--- src/rtl/rdc_pkg.sv ---
package rdc_pkg;

  typedef enum logic [1:0] {
    RD_IDLE   = 2'd0,
    RD_ACCESS = 2'd1,
    RD_FLOAT  = 2'd2
  } rd_state_e;

  // Ceiling of time over period, plus one margin cycle.
  function automatic int wait_cycles(input int t_ps, input int clk_ps);
    return (t_ps + clk_ps - 1) / clk_ps + 1;
  endfunction

  function automatic int max2(input int a, input int b);
    return (a > b) ? a : b;
  endfunction

endpackage

--- src/rtl/rdc_timer.sv ---
module rdc_timer #(
  parameter int W = 4
) (
  input  logic         clk,
  input  logic         rst_n,
  input  logic         load,
  input  logic [W-1:0] load_val,
  output logic         done
);

  logic [W-1:0] cnt_q;

  always_ff @(posedge clk or negedge rst_n) begin
    if (!rst_n)              cnt_q <= '0;
    else if (load)           cnt_q <= load_val;
    else if (cnt_q != '0)    cnt_q <= cnt_q - 1'b1;
  end

  assign done = (cnt_q == '0);

  // An expired window stays expired until reloaded
  assert_expired_sticks_R5: assert property (@(posedge clk) disable iff (!rst_n)
    (!load && done) |=> done);

endmodule

--- src/rtl/rdc_resp.sv ---
module rdc_resp #(
  parameter int DW = 16
) (
  input  logic          clk,
  input  logic          rst_n,
  input  logic          cap,
  input  logic [DW-1:0] din,
  input  logic          rsp_ready,
  output logic          rsp_valid,
  output logic [DW-1:0] rsp_data
);

  always_ff @(posedge clk or negedge rst_n) begin
    if (!rst_n) begin
      rsp_valid <= 1'b0;
      rsp_data  <= '0;
    end else if (cap) begin
      rsp_valid <= 1'b1;
      rsp_data  <= din;
    end else if (rsp_valid && rsp_ready) begin
      rsp_valid <= 1'b0;
    end
  end

  assert_rsp_hold_R9: assert property (@(posedge clk) disable iff (!rst_n)
    (rsp_valid && !rsp_ready) |=> (rsp_valid && $stable(rsp_data)));

endmodule

--- src/rtl/pmem_read_ctrl.sv ---
module pmem_read_ctrl
  import rdc_pkg::*;
#(
  parameter int AW      = 16,
  parameter int DW      = 16,
  parameter int CLK_PS  = 10000,
  parameter int TACC_PS = 70000,
  parameter int TCE_PS  = 70000,
  parameter int TOE_PS  = 40000,
  parameter int TDF_PS  = 40000,
  parameter bit KEEP_CE = 1'b1
) (
  input  logic          clk,
  input  logic          rst_n,
  input  logic          req_valid,
  output logic          req_ready,
  input  logic [AW-1:0] req_addr,
  output logic          rsp_valid,
  input  logic          rsp_ready,
  output logic [DW-1:0] rsp_data,
  output logic [AW-1:0] mem_addr,
  output logic          mem_ce_n,
  output logic          mem_oe_n,
  input  logic [DW-1:0] mem_dq
);

  localparam int ACC_CYC = wait_cycles(TACC_PS, CLK_PS);
  localparam int CE_CYC  = wait_cycles(TCE_PS, CLK_PS);
  localparam int OE_CYC  = wait_cycles(TOE_PS, CLK_PS);
  localparam int DF_CYC  = wait_cycles(TDF_PS, CLK_PS);
  localparam int LONG_CYC = max2(ACC_CYC, CE_CYC);
  localparam int LAG     = (LONG_CYC > OE_CYC) ? LONG_CYC - OE_CYC : 0;
  localparam int MAXC    = max2(max2(LONG_CYC, OE_CYC), DF_CYC);
  localparam int TW      = $clog2(MAXC + 1);

  // Timer slots
  localparam int T_ADR = 0;
  localparam int T_CE  = 1;
  localparam int T_OE  = 2;
  localparam int T_LAG = 3;
  localparam int T_FLT = 4;
  localparam int NT    = 5;

  rd_state_e         state_q;
  logic [AW-1:0]     addr_q;
  logic              ce_n_q, oe_n_q;
  logic [NT-1:0]     t_load, t_done;
  logic [TW-1:0]     t_val [NT];
  logic              req_fire, oe_go, sample;

  assign req_ready = !rsp_valid &&
                     ((state_q == RD_IDLE) || ((state_q == RD_FLOAT) && t_done[T_FLT]));
  assign req_fire  = req_valid && req_ready;
  assign oe_go     = (state_q == RD_ACCESS) && oe_n_q && t_done[T_LAG];
  assign sample    = (state_q == RD_ACCESS) && !oe_n_q &&
                     t_done[T_ADR] && t_done[T_CE] && t_done[T_OE];

  always_comb begin
    t_load[T_ADR] = req_fire;
    t_val[T_ADR]  = TW'(ACC_CYC - 1);
    t_load[T_CE]  = req_fire;
    t_val[T_CE]   = ce_n_q ? TW'(CE_CYC - 1) : '0;
    t_load[T_LAG] = req_fire;
    t_val[T_LAG]  = (LAG > 0) ? TW'(LAG - 1) : '0;
    t_load[T_OE]  = oe_go || (req_fire && (LAG == 0));
    t_val[T_OE]   = TW'(OE_CYC - 1);
    t_load[T_FLT] = sample;
    t_val[T_FLT]  = TW'(DF_CYC - 1);
  end

  for (genvar gi = 0; gi < NT; gi++) begin : g_tmr
    rdc_timer #(.W(TW)) u_tmr (
      .clk      (clk),
      .rst_n    (rst_n),
      .load     (t_load[gi]),
      .load_val (t_val[gi]),
      .done     (t_done[gi])
    );
  end

  always_ff @(posedge clk or negedge rst_n) begin
    if (!rst_n) begin
      state_q <= RD_IDLE;
      addr_q  <= '0;
      ce_n_q  <= 1'b1;
      oe_n_q  <= 1'b1;
    end else if (req_fire) begin
      state_q <= RD_ACCESS;
      addr_q  <= req_addr;
      ce_n_q  <= 1'b0;
      oe_n_q  <= (LAG == 0) ? 1'b0 : 1'b1;
    end else if (oe_go) begin
      oe_n_q  <= 1'b0;
    end else if (sample) begin
      state_q <= RD_FLOAT;
      oe_n_q  <= 1'b1;
      ce_n_q  <= !KEEP_CE;
    end else if ((state_q == RD_FLOAT) && t_done[T_FLT]) begin
      state_q <= RD_IDLE;
      ce_n_q  <= 1'b1;
    end
  end

  rdc_resp #(.DW(DW)) u_resp (
    .clk       (clk),
    .rst_n     (rst_n),
    .cap       (sample),
    .din       (mem_dq),
    .rsp_ready (rsp_ready),
    .rsp_valid (rsp_valid),
    .rsp_data  (rsp_data)
  );

  assign mem_addr = addr_q;
  assign mem_ce_n = ce_n_q;
  assign mem_oe_n = oe_n_q;

  // Cycles since the output gate last rose, saturating at the float wait
  logic [TW-1:0] gap_q;
  logic          oe_prev_q;
  always_ff @(posedge clk or negedge rst_n) begin
    if (!rst_n) begin
      gap_q     <= TW'(DF_CYC);
      oe_prev_q <= 1'b1;
    end else begin
      oe_prev_q <= oe_n_q;
      if (oe_n_q && !oe_prev_q)  gap_q <= TW'(1);
      else if (gap_q < TW'(DF_CYC)) gap_q <= gap_q + 1'b1;
    end
  end

  assert_float_gap_R7: assert property (@(posedge clk) disable iff (!rst_n)
    $fell(mem_oe_n) |-> (gap_q >= TW'(DF_CYC)));

  assert_gate_inside_select_R3: assert property (@(posedge clk) disable iff (!rst_n)
    !mem_oe_n |-> !mem_ce_n);

  assert_addr_held_R3: assert property (@(posedge clk) disable iff (!rst_n)
    !(req_valid && req_ready) |=> $stable(mem_addr));

  assert_sample_bus_enabled_R5: assert property (@(posedge clk) disable iff (!rst_n)
    $rose(rsp_valid) |-> ($past(!mem_ce_n) && $past(!mem_oe_n) && mem_oe_n));

  assert_idle_deselect_R8: assert property (@(posedge clk) disable iff (!rst_n)
    (state_q == RD_IDLE) |-> mem_ce_n);

endmodule

--- config.mk ---
export PLATFORM = sky130hd
export DESIGN_NAME = pmem_read_ctrl
export DESIGN_NICKNAME = d
export VERILOG_FILES = /design/src/rtl/rdc_pkg.sv /design/src/rtl/rdc_timer.sv /design/src/rtl/rdc_resp.sv /design/src/rtl/pmem_read_ctrl.sv
export SDC_FILE = /design/constraint.sdc
export NUM_CORES = 1
export LEC_CHECK = 0
export CORE_MARGIN = 2
export CORE_UTILIZATION = 35
export CTS_BUF_LIST = sky130_fd_sc_hd__clkbuf_16
export CTS_CLUSTER_DIAMETER = 60
export DETAILED_ROUTE_END_ITERATION = 6
export PLACE_DENSITY = 0.72
export SLEW_MARGIN = 20
export SYNTH_ARGS = -nofsm -noshare
export SYNTH_HDL_FRONTEND = slang
export SYNTH_SLANG_ARGS = --single-unit
--- constraint.sdc ---
create_clock -name clk -period 2.5 [get_ports clk]
set_clock_uncertainty 0.15 [all_clocks]
set_input_delay 0.75 -clock clk [delete_from_list [all_inputs] [get_ports clk]]
set_output_delay 0.75 -clock clk [all_outputs]
set_load 0.02 [all_outputs]
==> results.md, run 1 <==
* Outcome: finished with violations
* Failing checks: setup timing
* I/O pin cnt at 72
* Utilization after layout at 0.529
* Die area at 0.00793 mm2
* Worst setup SP type: flip-flop
* Drt total wl at 5200 um
* Yosys top cell area share at 0.543
* RSZ-0062 raised after global routing: yes
* Via density at 4.54
* Relative slew margins at 0.572
* Synth Net Count at 240
* Pint at 3.09 mW
* Port bufs at 71
* Vias at 1789
* CP required at 1.60 ns
* GRT overflow at 0
* TritonRoute pass-1 iters at 4
* Most frequent cells after synthesis: 55 x dfrtp_1, 34 x mux2_2, 16 x nor2_1
* R2R setup slack at 0.12 ns
* Seq/Total Area, Yosys at 0.564
* DRC Markers at 0
* Yosys Warn Count at 0
* Worst r2r src: g_tmr[4].u_tmr.cnt_q[1]
* ANT cells at 0
* Worst Tran Pin Value at ~0.64 ns
* All-Layer GR Usage at 0.148
* Final GP Congestion at 0.768
* Overall die height at a little under 90 um
* First-pass GRT wire length at 8860 um
* FP Rows at 31
* Share of total power in combinational logic at 0.416
* Worst-path fanout max at 2
* WL/cell at 13.2 um
* FF-to-FF End: mem_addr[13]
* Post-synth EDFFs at 0
* Sw frac at 0.321
* # hold bufs at CTS at 0
* Yosys reg bits at 57
* Worst EP arrival at 1.66 ns
* Max Cap Viol at 0
* NetSw at about 1.5 mW
* HP Class: input pin to asynchronous set/reset pin
* Max clock buf depth at 2
* Fin crit share at 1.02
* Num CTS Buffers at 9
* PwrDens at 1200 mW/mm2
* Final Setup Violations at 1
* Fin crit period at 2.56 ns
* Initial Utilization at 0.355
* Vias in the first global route at approximately 1900
* Clock slew seen by the registers of the worst setup and hold paths at 0.05 ns
* Detailed Route Iter0 Violations at 61
* Synth area leaders: dfrtp_1 54%, mux2_2 15%, ha_1 4.4%, mux2i_1 2.8%, nor2_1 2.4%
* Largest net degree at the start of global routing at 39
* Seq pwr share at 0.335
* Yosys top cell by area: dfrtp_1
* Insertion delay to the later sink of the worst-skew pair at 0.32 ns
* Area growth, synth to finish at 49.1%
* Syn Inst Count at ~200
* Worst Setup Slack, final at -0.0563 ns
* CTS Root Cell: clkbuf_16
* Clock Power Share at 0.249
* Mapped Area at 0.00253 mm2
* Yosys cell types at 31
* CP Class: flip-flop to primary output
* Share of flip-flops with an asynchronous set or reset at 1.00
* Most frequent cell after synthesis: dfrtp_1
* Die width at between 80 and 90 um
* CTS tree: built
* Antenna Nets Post-Route at 0
* Initial antenna violation count at 0
* Static Leak at 1.70 nW
* Sink Count at 57
* Synth Flop Type: dfrtp_1
* Endpoints failing hold at 0
* Synthesized area per cell at 13.0 um2
* Max-slew violations at 0
* Final net count at 335
* Core area at 0.00714 mm2
* Fmax at 0.391 GHz
* Worst VDD drop at 0.704 mV
* Htree depth at 3
* Pre-CTS WS at -0.274 ns
* Critical path capture point type: primary output
* Detail Placement HPWL at 3760 um
* Ratio of cells with drive above 1 in the final layout at 0.251
* Cell depth of the worst flop-to-flop path at 7
placed cells by master, fill, tap and decap left out, types with 3 or more instances in the layout:
cell             Yosys  layout
a211o_1              3       3
buf_4                1      17
clkbuf_16            0       9
clkdlybuf4s50_1      0      69
clkinv_1             0       3
dfrtp_1             55      55
ha_1                 9       8
inv_1               14      14
mux2_2              34      34
mux2i_1              7       7
nand2b_1             6       6
nand3_1              3       3
nand3b_1             3       3
nor2_1              16      16
nor2b_1              3       3
nor3_1               7       7
nor3b_1              6       6
xnor2_1              6       6
flip-flops by register name, summed over array words and instances (netlist names):
name	flops
u_resp.rsp_data	16
mem_ce_n	1
mem_addr	16
mem_oe_n	1
g_tmr.u_tmr.cnt_q	20
state_q	2
u_resp.rsp_valid	1
worst max path at each step:
stage               slack, ns  cells past startpoint        end                     from
floorplan                0.13                      4  req_ready  g_tmr[4].u_tmr.cnt_q[0]
global placement        -0.22                      5  req_ready  g_tmr[4].u_tmr.cnt_q[0]
detailed placement      -0.27                      5  req_ready  g_tmr[4].u_tmr.cnt_q[0]
CTS                     -0.07                      5  req_ready  g_tmr[4].u_tmr.cnt_q[1]
global route            -0.11                      5  req_ready  g_tmr[4].u_tmr.cnt_q[1]
finish                  -0.06                      5  req_ready  g_tmr[4].u_tmr.cnt_q[1]
area by class of cell:
class | count | area (um2)
Timing Repair Buffer | 89 | 863
Fill cell | 647 | 3360
Clock buffer | 9 | 225
Tap cell | 99 | 124
Multi-Input combinational cell | 119 | 1030
Clock inverter | 7 | 53.8
Sequential cell | 57 | 1430
Inverter | 14 | 52.6
power by group through the flow:
stage               registers (mW)  clock network, mW  logic [mW]
floorplan                     1.73                  0       0.915
CTS                           1.52               1.16        1.92
global placement              1.52                  0        1.83
global route                  1.57               1.19        2.10
finish                        1.52               1.13        1.89
detailed placement            1.53                  0        1.88
cells by family after synthesis:
group,synth area share
adder cells (fa/ha/maj),0.0445
buffers and inverters,0.0366
multiplexers,0.183
AND/OR/NAND/NOR,0.109
flip-flops,0.564
AO/OA/AOI/OAI,0.0415
XOR/XNOR,0.0208
metal layers:
| metal | share of wire | track usage |
|---|---|---|
| met5 | 0 | 0 |
| met4 | 0.015 | 0.0773 |
| met3 | 0.048 | 0.0434 |
| met2 | 0.51 | 0.244 |
| met1 | 0.43 | 0.177 |
worst max-delay path, cell delays in order (launching register included):
cell and delay [ns]:
dfrtp_1 0.38, inv_2 0.08, ha_4 0.13, or3b_4 0.38, a211oi_2 0.20, buf_4 0.17
per-stage QoR:
stage / instances / cell area (um2) / TNS (ns) / hold slack [ns] / power [mW]
global route: 394 / 3780 / -0.106 / 0.273 / 4.87
CTS: 394 / 3780 / -0.0720 / 0.253 / 4.60
floorplan: 195 / 2540 / 0 / 0.304 / 2.64
finish: 394 / 3780 / -0.0563 / 0.240 / 4.54
detailed placement: 377 / 3480 / -0.373 / 0.345 / 3.41
global placement: 377 / 3480 / -0.313 / 0.322 / 3.35
timing repair:
item | in CTS | in global routing
pin swaps | 2 | 0
setup buffers | 1 | 0
gates resized for setup | 9 | 0
endpoints found under the setup margin | 1 | 1
(Power assumes the default switching activity.)
==> run 2: changes to the inputs <==
Settings changed: CTS_BUF_LIST sky130_fd_sc_hd__clkbuf_16 to sky130_fd_sc_hd__clkbuf_8.
==> results.md, run 2 (synthesized netlist as in run 1, its figures left out) <==
* Worst path bufs/invs at 2
* TritonRoute pass-1 iters at 4
* NetSw at 1.42 mW
* Most common cell after layout, fill and taps aside: clkdlybuf4s50_1
* CP required at 1.60 ns
* Die width at 89.1 um
* Initial antenna violation count at 0
* CTS Root Cell: clkbuf_8
* CP Class: flip-flop to primary output
* Die area at 0.00793 mm2
* Fillers at approximately 660
* Tot Pwr at 4.29 mW
* Uppermost layer routed: met4
* Finished Cell Area at approximately 0.0037 mm2
* Detail Placement HPWL at 3760 um
* All-Layer GR Usage at 0.145
* Clock Power Share at 0.205
* Worst setup SP type: flip-flop
* Fmax at 0.389 GHz
* Sw frac at 0.331
* Htree depth at 3
* Final net count at 335
* Worst VDD drop at between 0.5 and 0.6 mV
* Relative slew margins at 0.577
* R2R setup slack at 0.11 ns
* Setup TNS at -0.0728 ns
* Hold_ws at about 0.23 ns
* Final Setup Violations at 1
* Fin crit share at 1.03
* Met1 wire length at 2190 um
* Ratio of cells with drive above 1 in the final layout at 0.261
* Kind of cell adding the most delay to the critical path: flip-flops
* Core area at 0.00714 mm2
* PwrDens at between 1000 and 1500 mW/mm2
* FP Rows at 31
* First-pass GRT wire length at 8680 um
* Slowest stage delay, CP at 0.38 ns
* Final GP Congestion at just under 0.8
* Worst Tran Pin Value at 0.633 ns
* RSZ-0062 raised after global routing: yes
* Sink Count at 57
* HP Class: input pin to asynchronous set/reset pin
* Pint at 2.87 mW
* Max Cap Viol at 0
* Num CTS Buffers at 9
* Area of the multi-input gates at 0.00103 mm2
* Slowest cell on crit path: dfrtp_1
* CTS tree: built
* Area growth, synth to finish at 46.3%
* Worst Setup Slack, final at -0.0728 ns
* Area of placed instances at 0.00348 mm2
* Most frequent cells in the layout: 69 x clkdlybuf4s50_1, 55 x dfrtp_1, 34 x mux2_2
* Insertion delay to the later sink of the worst-skew pair at approximately 0.33 ns
* Critical path capture point type: primary output
* # hold bufs at CTS at 0
* DRC Markers at 0
* Max reg flops at 20
* Worst-path cell chain: inv_2 -> ha_4 -> or3b_4 -> a211oi_2 -> buf_4
* Seq pwr share at 0.354
* Most flop-heavy register: g_tmr.u_tmr.cnt_q
* Metal2 WL at 2560 um
* Static Leak at between 1.5 and 2 nW
* Largest net degree at the start of global routing at 39
* Initial Utilization at 0.355
* GRT overflow at 0
* Endpoints failing hold at 0
* Port bufs at 71
* Vias in the first global route at around 1900
* Max clock buf depth at 2
* ANT cells at 0
* Detailed Route Iter0 Violations at 75
* Drt total wl at 5110 um
* Clock slew seen by the registers of the worst setup and hold paths at 0.07 ns
* Antenna Nets Post-Route at 0
* Vias at 1808
* Overall die height at just under 90 um
* Worst-path fanout max at 2
* WL/cell at 13.0 um
* I/O pin cnt at between 70 and 80
* Failing checks: setup timing
* Register Area at 0.00143 mm2
* Fin crit period at 2.57 ns
* Max-slew violations at 0
* Utilization after layout at 0.519
* Via density at 4.59
* Share of total power in combinational logic at 0.441
* Outcome: finished with violations
* WL met3 at around 260 um
* Worst EP arrival at between 1.5 and 2 ns
run 2: cell types whose count changed in the layout (fill, tap and decap cells not counted):
cell / previous run / this run
clkinv_1: 3 / 0
clkbuf_8: 0 / 12
clkbuf_16: 9 / 0
run 2: area by class of cell:
cell class                      count  area share
Clock buffer                       12      0.0446
Inverter                           14      0.0142
Sequential cell                    57       0.386
Tap cell                           99      0.0334
Timing Repair Buffer               89       0.233
Multi-Input combinational cell    119       0.278
Clock inverter                      4      0.0115
run 2: metrics by stage:
step	std cells	setup WS (ns)
floorplan	195	0.128
global placement	377	-0.223
detailed placement	377	-0.274
CTS	394	-0.0964
global route	394	-0.131
finish	394	-0.0728
run 2: what timing repair did:
item	in CTS	in global routing
setup endpoints to repair	1	1
pin swaps	2	0
gates resized for setup	9	0
buffers inserted	1	0
run 2: per-layer routing:
layer,global-route usage,vias up
met5,0,-
met4,0.0733,0
met3,0.0462,9
met2,0.233,40
met1,0.177,891
li1,-,868
run 2: path summary, 6_finish.rpt:
path	start	to	cells past startpoint
min in group clk	mem_addr[15]	mem_addr[15]	1
max in group asynchronous	rst_n	mem_ce_n	2
worst min-delay path	rst_n	g_tmr[4].u_tmr.cnt_q[2]	1
worst max-delay path	g_tmr[4].u_tmr.cnt_q[1]	req_ready	5
worst max register to register	g_tmr[4].u_tmr.cnt_q[1]	mem_addr[13]	7
worst min register to register	mem_addr[15]	mem_addr[15]	1
run 2: power by group through the flow:
stage	Sequential [mW]	Combinational, mW	Clock, mW
CTS	1.52	1.92	0.903
detailed placement	1.53	1.88	0
finish	1.52	1.89	0.880
global route	1.57	2.10	0.934
floorplan	1.73	0.915	0
global placement	1.52	1.83	0
